$ cat src/rtl/sbp_pkg.sv
package sbp_pkg;
    typedef enum logic [1:0] {
        ST_IDLE      = 2'd0,
        ST_WAIT_RISE = 2'd1,
        ST_WAIT_FALL = 2'd2
    } sbp_state_t;
endpackage

$ cat src/rtl/sbp_sync.sv
module sbp_sync #(
    parameter int          W       = 3,
    parameter logic [W-1:0] RST_VAL = '0
) (
    input  logic         clk,
    input  logic         rst_n,
    input  logic [W-1:0] async_in,
    output logic [W-1:0] sync_out
);
    for (genvar g = 0; g < W; g++) begin : g_bit
        logic meta_q;
        logic stab_q;
        always_ff @(posedge clk or negedge rst_n) begin
            if (!rst_n) begin
                meta_q <= RST_VAL[g];
                stab_q <= RST_VAL[g];
            end else begin
                meta_q <= async_in[g];
                stab_q <= meta_q;
            end
        end
        assign sync_out[g] = stab_q;
    end
endmodule

$ cat src/rtl/sbp_glitch_filter.sv
module sbp_glitch_filter #(
    parameter int FILT_CYC = 25
) (
    input  logic clk,
    input  logic rst_n,
    input  logic level_in,
    output logic level_out,
    output logic rise,
    output logic fall
);
    localparam int CW = $clog2(FILT_CYC + 1);

    logic [CW-1:0] run_cnt;
    logic          level_q;

    always_ff @(posedge clk or negedge rst_n) begin
        if (!rst_n) begin
            level_q <= 1'b0;
            run_cnt <= '0;
            rise    <= 1'b0;
            fall    <= 1'b0;
        end else begin
            rise <= 1'b0;
            fall <= 1'b0;
            if (level_in == level_q) begin
                run_cnt <= '0;
            end else if (run_cnt == CW'(FILT_CYC - 1)) begin
                level_q <= level_in;
                run_cnt <= '0;
                rise    <= level_in;
                fall    <= !level_in;
            end else begin
                run_cnt <= run_cnt + 1'b1;
            end
        end
    end

    assign level_out = level_q;


    filt_min_width_chk: assert property (@(posedge clk) disable iff (!rst_n)
        (level_q != $past(level_q)) |-> ($past(run_cnt) == CW'(FILT_CYC - 1)));


    filt_edge_excl_chk: assert property (@(posedge clk) disable iff (!rst_n)
        !(rise && fall));
endmodule

$ cat src/rtl/sbp_shift_core.sv
module sbp_shift_core
    import sbp_pkg::*;
#(
    parameter int DW = 8
) (
    input  logic          clk,
    input  logic          rst_n,
    input  logic          en_n_s,
    input  logic          din_s,
    input  logic          rise,
    input  logic          fall,
    input  logic [DW-1:0] tx_byte,
    output logic [DW-1:0] rx_data,
    output logic          rx_valid,
    output logic          dout_oe
);
    localparam int IW = (DW > 1) ? $clog2(DW) : 1;

    sbp_state_t    state, nxt_state;
    logic [IW-1:0] bit_idx;
    logic [DW-1:0] rx_sr;
    logic [DW-1:0] tx_sr;
    logic          out_bit;

    always_comb begin
        nxt_state = state;
        unique case (state)
            ST_IDLE:      if (!en_n_s) nxt_state = ST_WAIT_RISE;
            ST_WAIT_RISE: if (rise)    nxt_state = ST_WAIT_FALL;
            ST_WAIT_FALL: if (fall)    nxt_state = ST_WAIT_RISE;
            default:                   nxt_state = ST_IDLE;
        endcase
        if (en_n_s) nxt_state = ST_IDLE;
    end

    always_ff @(posedge clk or negedge rst_n) begin
        if (!rst_n) state <= ST_IDLE;
        else        state <= nxt_state;
    end

    always_ff @(posedge clk or negedge rst_n) begin
        if (!rst_n) begin
            bit_idx  <= '0;
            rx_sr    <= '0;
            tx_sr    <= '0;
            rx_data  <= '0;
            rx_valid <= 1'b0;
            out_bit  <= 1'b1;
        end else begin
            rx_valid <= 1'b0;
            if (en_n_s) begin
                bit_idx <= '0;
                rx_sr   <= '0;
                out_bit <= 1'b1;
            end else begin
                unique case (state)
                    ST_WAIT_RISE: begin
                        if (rise) begin
                            if (bit_idx == '0) begin
                                out_bit <= tx_byte[DW-1];
                                tx_sr   <= tx_byte << 1;
                            end else begin
                                out_bit <= tx_sr[DW-1];
                                tx_sr   <= tx_sr << 1;
                            end
                        end
                    end
                    ST_WAIT_FALL: begin
                        if (fall) begin
                            rx_sr <= {rx_sr[DW-2:0], din_s};
                            if (bit_idx == IW'(DW - 1)) begin
                                bit_idx  <= '0;
                                rx_valid <= 1'b1;
                                rx_data  <= {rx_sr[DW-2:0], din_s};
                            end else begin
                                bit_idx <= bit_idx + 1'b1;
                            end
                        end
                    end
                    default: ;
                endcase
            end
        end
    end

    assign dout_oe = (state != ST_IDLE) && !en_n_s && !out_bit;


    rx_strobe_single_chk: assert property (@(posedge clk) disable iff (!rst_n)
        rx_valid |=> !rx_valid);


    rx_strobe_cause_chk: assert property (@(posedge clk) disable iff (!rst_n)
        rx_valid |-> ($past(fall) && $past(state) == ST_WAIT_FALL));


    idle_on_release_chk: assert property (@(posedge clk) disable iff (!rst_n)
        en_n_s |=> (state == ST_IDLE && out_bit && bit_idx == '0));


    rise_advance_chk: assert property (@(posedge clk) disable iff (!rst_n)
        (state == ST_WAIT_RISE && rise && !en_n_s) |=> (state == ST_WAIT_FALL));
endmodule

$ cat src/rtl/serbyte_slave.sv
module serbyte_slave #(
    parameter int DATA_W   = 8,
    parameter int FILT_CYC = 25
) (
    input  logic              clk,
    input  logic              rst_n,
    input  logic              port_clk,
    input  logic              port_en_n,
    input  logic              port_din,
    output logic              port_dout_oe,
    input  logic [DATA_W-1:0] tx_data,
    input  logic              tx_load,
    output logic [DATA_W-1:0] rx_data,
    output logic              rx_valid
);
    localparam int NSYNC = 3;

    logic [NSYNC-1:0] sync_q;
    logic             pclk_s, en_n_s, din_s;
    logic             pclk_f, pclk_rise, pclk_fall;
    logic [DATA_W-1:0] tx_hold;

    sbp_sync #(.W(NSYNC), .RST_VAL(3'b010)) u_sync (
        .clk      (clk),
        .rst_n    (rst_n),
        .async_in ({port_clk, port_en_n, port_din}),
        .sync_out (sync_q)
    );
    assign pclk_s = sync_q[2];
    assign en_n_s = sync_q[1];
    assign din_s  = sync_q[0];

    sbp_glitch_filter #(.FILT_CYC(FILT_CYC)) u_filt (
        .clk       (clk),
        .rst_n     (rst_n),
        .level_in  (pclk_s),
        .level_out (pclk_f),
        .rise      (pclk_rise),
        .fall      (pclk_fall)
    );

    always_ff @(posedge clk or negedge rst_n) begin
        if (!rst_n)       tx_hold <= '1;
        else if (tx_load) tx_hold <= tx_data;
    end

    sbp_shift_core #(.DW(DATA_W)) u_core (
        .clk      (clk),
        .rst_n    (rst_n),
        .en_n_s   (en_n_s),
        .din_s    (din_s),
        .rise     (pclk_rise),
        .fall     (pclk_fall),
        .tx_byte  (tx_hold),
        .rx_data  (rx_data),
        .rx_valid (rx_valid),
        .dout_oe  (port_dout_oe)
    );


    edge_matches_level_chk: assert property (@(posedge clk) disable iff (!rst_n)
        pclk_rise |-> pclk_f);


    tx_hold_load_chk: assert property (@(posedge clk) disable iff (!rst_n)
        tx_load |=> (tx_hold == $past(tx_data)));
endmodule

$ cat config.mk
export PLATFORM = sky130hd
export DESIGN_NAME = serbyte_slave
export DESIGN_NICKNAME = d
export VERILOG_FILES = /design/src/rtl/sbp_pkg.sv /design/src/rtl/sbp_sync.sv /design/src/rtl/sbp_glitch_filter.sv /design/src/rtl/sbp_shift_core.sv /design/src/rtl/serbyte_slave.sv
export SDC_FILE = /design/constraint.sdc
export NUM_CORES = 1
export LEC_CHECK = 0
export BUFFER_PORTS_ARGS = -buffer_cell sky130_fd_sc_hd__clkbuf_2
export CORE_MARGIN = 3
export CORE_UTILIZATION = 47
export CTS_CLUSTER_DIAMETER = 50
export DETAILED_ROUTE_END_ITERATION = 16
export PLACE_DENSITY = 0.69
export SLEW_MARGIN = 20
export SYNTH_ARGS = -nofsm -noshare
export SYNTH_HDL_FRONTEND = slang
export SYNTH_SLANG_ARGS = --single-unit
$ cat constraint.sdc
create_clock -name clk -period 1.4 [get_ports clk]
set_clock_uncertainty 0.05 [all_clocks]
set_input_delay 0.35 -clock clk [delete_from_list [all_inputs] [get_ports clk]]
set_output_delay 0.35 -clock clk [all_outputs]
set_load 0.005 [all_outputs]
# After elaboration in Yosys (flattened, before gate mapping)
# Cells that the tools add are included.
# op_classes
bitwise	2
n_eq_ne	7
mux	26
n_addsub	2
reduce_logical	18
# ops
cell	count
$mux 7	3
$mux 1	12
$mux 3	4
$mux 5	2
$reduce_bool 2->1	5
$mux 8	1
$reduce_and 2->1	4
$mux 2	3
$ne 3x3->1 const B	2
$pmux 2 s3	1
$add 5x1->5 const B	1
$eq 5x5->1 const B	1
$reduce_and 4->1	1
$add 3x1->3 const B	1
$eq 3x3->1 const B	1
$logic_not 1->1	3
$logic_not 3->1	1
$reduce_and 3->1	1
$eq 2x1->1 const B	1
$eq 2x2->1 const B	1
$logic_and 1x1->1	2
$logic_not 2->1	1
$not 1->1	2
$eq 1x1->1	1
# totals
reg_bits	52
elab_cells	73
output_inout_bits	10

# Depth between registers and ports, before layout
# logic_depth
ltp_word	5
depth_mapped	6

# Cells and area by module
# From an unflattened synthesis, not the netlist that was laid out.
# hier_totals
cells_unflattened	159
hier_area_um2	2153.3
# by_module_without_submodules
module	cells_per_inst	n_inst	area_per_inst_um2
sbp_shift_core	105	1	1280.0
sbp_glitch_filter	28	1	356.6
serbyte_slave	17	1	341.6
sbp_sync	9	1	175.2

# Worst setup path after synthesis
# Ideal clock, no wire load.
# synth_timing
path_kind	register to register
startpoint	register u_core.bit_idx[0]
endpoint	register u_core.rx_data[0]
path_slack_ns	-0.086
n_path_buf	1
required_time_ns	1.225
stages_incl_launch_ff	6
arrival_time_ns	1.312
setup_time_ns	0.125
cell_sequence	dfrtp_1 ha_1 ha_1 nor3b_2 buf_4 mux2_2
# synth_between
elab_chain_cells	2
# synth_rtl
element	line_no	source
from (decl)	sbp_shift_core.sv:20	logic [IW-1:0] bit_idx;
from (signal assigned)	sbp_shift_core.sv:76	bit_idx <= bit_idx + 1'b1;
$eq 3x3->1	sbp_shift_core.sv:71	if (bit_idx == IW'(DW - 1)) begin
$reduce_and 4->1 (no line)	n/a	
to (signal assigned)	sbp_shift_core.sv:74	rx_data <= {rx_sr[DW-2:0], din_s};
to (decl)	sbp_shift_core.sv:13	output logic [DW-1:0] rx_data,
# No other way between the ends.
# A chain may end at the register's enable or synchronous reset.

# Worst setup path in the final report
# layout_timing
startpoint	register u_sync.g_bit[1].stab_q
endpoint	output port port_dout_oe
# layout_between
elab_chain_cells	3
# layout_rtl
element	line_no	source
from (decl)	sbp_sync.sv:12	logic stab_q;
from (signal assigned)	sbp_sync.sv:16	stab_q <= RST_VAL[g];
from (signal assigned)	sbp_sync.sv:19	stab_q <= meta_q;
$logic_not 1->1	sbp_shift_core.sv:86	assign dout_oe = (state != ST_IDLE) && !en_n_s && !out_bit;
$logic_and 1x1->1 (2 in a row)	sbp_shift_core.sv:86	
to (decl)	serbyte_slave.sv:10	output logic port_dout_oe,
# No other way between the ends.

==> results.txt <==
----------------------------------------------------
[CTS]
  Root Buffer Master ... sky130_fd_sc_hd__clkbuf_8
  Clock tree buffer depth ... 2
  Inserted Clock Buffers ... 5
  Clock net sink count ... 51
  Clock Latency Late Sink ... 300 ps
  H-tree levels ... 2
  Clock-pin transition on the worst setup and hold timing paths ... 80 ps
  Clock tree from TritonCTS ... built

[Synth]
  Nets in the synthesized netlist ... 175
  Library cell with the largest summed area after synthesis ... sky130_fd_sc_hd__dfrtp_1
  Synth cell types ... 28
  Cell types occupying the most area after synthesis ... sky130_fd_sc_hd__dfrtp_1 (48%), sky130_fd_sc_hd__dfstp_2 (14%), sky130_fd_sc_hd__mux2_2 (9.2%)
  Number of warnings reported in the yosys synthesis log ... 0
  Synthesis-stage register bit count ... 51
  Share of the synthesized area in the top cell type ... 48.3%
  Sequential share of the synthesized area ... 62.2%
  Number of cells produced by synthesis ... 156
  Post-synthesis instance area ... 2070 sq um
  Mean cell area of the mapped netlist ... 13.3 sq um

[Timing]
  Max-slew violation count ... 0
  Count of final setup violators ... 19
  Hold slack ... 86.9 ps
  Worst slew margin relative to its limit ... 82.6%
  Unrepaired setup endpoints after global routing ... true
  Time the worst path needs with I/O delays and setup ... 1600 ps
  Final critical-path share of the clock period ... 114%
  Hold violation count in the final report ... 0
  F_max ... 0.626 GHz
  Actual transition at the worst max-transition pin ... 262 ps
  Worst path setup slack after routing ... -197 ps

[Cells and area]
  Cell area after layout ... 2580 sq um
  Share of post-route cells with drive strength above 1 ... 43.7%
  Number of nets in the finished design ... 217
  Ant diodes ... 0
  Post-synthesis to final-layout area growth ... 24.6%
  Fin cells ... 249

[Floorplanning]
  Area of the core ... 4120 sq um
  Width of the die ... 72.4 um
  Total I/O pin count ... 24
  Die ar. ... 5250 sq um
  Effective utilization at floorplan ... 50.4%
  Die Y ... 72.4 um
  # rows ... 23

[Route]
  Count of unresolved DRC violations after routing ... 0
  Wirelength, routed ... 3430 um
  Drt wl/cell ... 13.8 um
  Routed via count ... 1248
  Pre-antenna DRT Iters ... 4
  Remaining antenna violation count ... 0
  Vias per cell ... 5.01
  1st-iter DRT viols ... 49

[Setup path]
  Data arrival time at the worst-slack endpoint ... 1200 ps
  Worst R2R End ... u_core.rx_data[1]$_DFFE_PN0P_
  Critical Path RT ... 1000 ps
  CP max FO ... 2
  Startpoint class of the critical path ... register
  Kind of critical path ... reg -> out
  Worst R2R Start ... u_core.bit_idx[1]$_DFFE_PN0P_
  Depth of the worst register-to-register path ... 5
  Register-to-Register Setup Slack ... -190 ps
  Sort of element at the end of the critical path ... output pin

[Power and ir drop]
  Portion of total power attributed to the clock network ... 31.6%
  Total chip power ... 2480 uW
  Net switching fraction of the power ... 21.0%
  Peak VDD IR ... 0.000596 V
  Leakage Power ... 0.00135 uW
  Switching power ... 520 uW
  Power density over the cells ... 959 nW/um^2
  Power share of the combinational group ... 5.7%
  Reg power frac ... 62.8%
  Cell Int Power ... 1960 uW

[Global routing]
  Initial antenna violation count ... 0
  Remaining global-route overflow ... 0
  First-pass GRT wire length ... 5820 um
  Pin count of the biggest net entering global routing ... 52
  GRT Util Overall ... 14.4%
  Via count of the first global-routing pass ... 1294

[Flow run]
  Max-cap violations ... 0

[Outcome]
  Violated checks ... setup timing
  Status ... complete, but fails checks

[Placed design]
  Placed instance area ... 2350 sq um
  Hpwl dp ... 2300 um
  # port buffers ... 23
  Gpl congestion ... 0.817
  Inst Count DP ... 233

[Hold path]
  WHS Endpoint ... u_sync.g_bit[1].meta_q$_DFF_PN1_
  Hold Path Cell Cnt ... 1
  Launch instance of the worst min-delay path ... port_en_n
  Class of the most critical hold timing path ... in -> reg

----------------------------------------------------
-- worst max-delay path, cell delays in order, from the launching register on --
cell and delay, ps:
sky130_fd_sc_hd__dfstp_2 560, sky130_fd_sc_hd__buf_8 110, sky130_fd_sc_hd__nor2_4 30, sky130_fd_sc_hd__o21a_1 100, sky130_fd_sc_hd__clkbuf_2 110
-- flip-flops by register name, indices dropped and copies added (netlist names) --
register and count:
u_core.state 2, u_core.rx_data 8, tx_hold 8, u_filt.fall 1, u_core.out_bit 1, u_filt.rise 1, u_sync.g_bit.meta_q 3, u_filt.run_cnt 5
u_core.tx_sr 7, u_sync.g_bit.stab_q 3, u_filt.level_out 1, u_core.rx_valid 1, u_core.bit_idx 3, u_core.rx_sr 7
-- synthesized netlist by cell type (all sizes together) --
cell type	instances
nor3b	3
o21ai	1
mux2	17
ha	5
and2	1
nand2	3
nand3b	3
nor2	20
nand4b	1
or3	1
xor2	3
buf	3
or3b	1
mux2i	15
a22oi	1
xnor2	1
nor2b	1
and4bb	1
o21a	1
clkbuf	3
inv	6
dfstp	11
nand3	3
dfrtp	40
a21oi	11
-- logic make-up (layout without fill, tap and decap cells) --
logic type	count (synthesis)	after routing	share of synthesized area, %
compound gates	14	14	3.62
buf+inv	12	55	2.77
simple gates	38	38	10.3
flops	51	51	62.2
mux	32	32	16.5
fa+ha+maj	5	5	3.02
xor+xnor	4	4	1.69
-- power by group through the flow --
stage | combinational (uW) | sequential [uW] | clock, uW
6_report | 141 | 1560 | 782
5_1_grt | 161 | 1560 | 879
4_1_cts | 142 | 1560 | 819
3_5_place_dp | 129 | 1580 | 0
3_3_place_gp | 125 | 1580 | 0
2_1_floorplan | 61.9 | 1580 | 0
-- cells in the final DEF (no fill, tap or decap), types with 3 or more instances in the layout --
master | netlist | final
sky130_fd_sc_hd__clkbuf_8 | 0 | 5
sky130_fd_sc_hd__clkbuf_2 | 1 | 23
sky130_fd_sc_hd__inv_1 | 6 | 4
sky130_fd_sc_hd__nor2_1 | 20 | 19
sky130_fd_sc_hd__mux2_4 | 0 | 8
sky130_fd_sc_hd__buf_6 | 0 | 4
sky130_fd_sc_hd__nand2_1 | 3 | 3
sky130_fd_sc_hd__dfrtp_1 | 40 | 40
sky130_fd_sc_hd__clkbuf_1 | 2 | 3
sky130_fd_sc_hd__dfstp_2 | 11 | 11
sky130_fd_sc_hd__a21oi_1 | 11 | 9
sky130_fd_sc_hd__mux2_2 | 17 | 9
sky130_fd_sc_hd__nand3_1 | 3 | 3
sky130_fd_sc_hd__mux2i_1 | 15 | 15
sky130_fd_sc_hd__buf_4 | 3 | 10
sky130_fd_sc_hd__xor2_1 | 3 | 3
-- how the worst max path moves through the flow --
stage / start / endpoint / depth (start not counted)
floorplan: u_core.bit_idx[0]$_DFFE_PN0P_ / u_core.rx_data[0]$_DFFE_PN0P_ / 5
global placement: u_core.bit_idx[1]$_DFFE_PN0P_ / u_core.rx_data[3]$_DFFE_PN0P_ / 4
global route: u_sync.g_bit[1].stab_q$_DFF_PN1_ / port_dout_oe / 4
detailed placement: u_core.bit_idx[1]$_DFFE_PN0P_ / u_core.rx_data[1]$_DFFE_PN0P_ / 4
CTS: u_sync.g_bit[1].stab_q$_DFF_PN1_ / port_dout_oe / 4
finish: u_sync.g_bit[1].stab_q$_DFF_PN1_ / port_dout_oe / 4
-- routing by layer --
metal  part of all wire [%]  global-route usage [%]
met1                     43                    17.8
met5                      0                       0
met4                    2.0                    6.15
met3                    3.9                    4.43
met2                     51                    23.6
-- what timing repair did --
item                                    in CTS  in global routing
pin swaps                                    8                  1
endpoints found under the hold margin       40                  0
resized for setup                           18                  5
buffers inserted                             5                  3
hold buffers                                 1                  0
endpoints found under the setup margin      20                 20
-- area by class of cell --
type / instances / area (sq um)
Fill cell: 325 / 1530
Sequential cell: 51 / 1290
Multi-Input combinational cell: 93 / 825
Timing Repair Buffer: 41 / 300
Clock buffer: 8 / 80.1
Tap cell: 50 / 62.6
Inverter: 6 / 27.5
-- per-stage QoR --
step                utilization, %  setup TNS [ps]  setup WS [ps]
finish                        62.8           -2050           -197
global route                  62.8           -2900           -229
CTS                           62.1           -1980           -201
detailed placement            57.1           -5460           -556
global placement              57.1           -4760           -505
floorplan                        -            -483          -60.3
(Power assumes the default switching activity.)
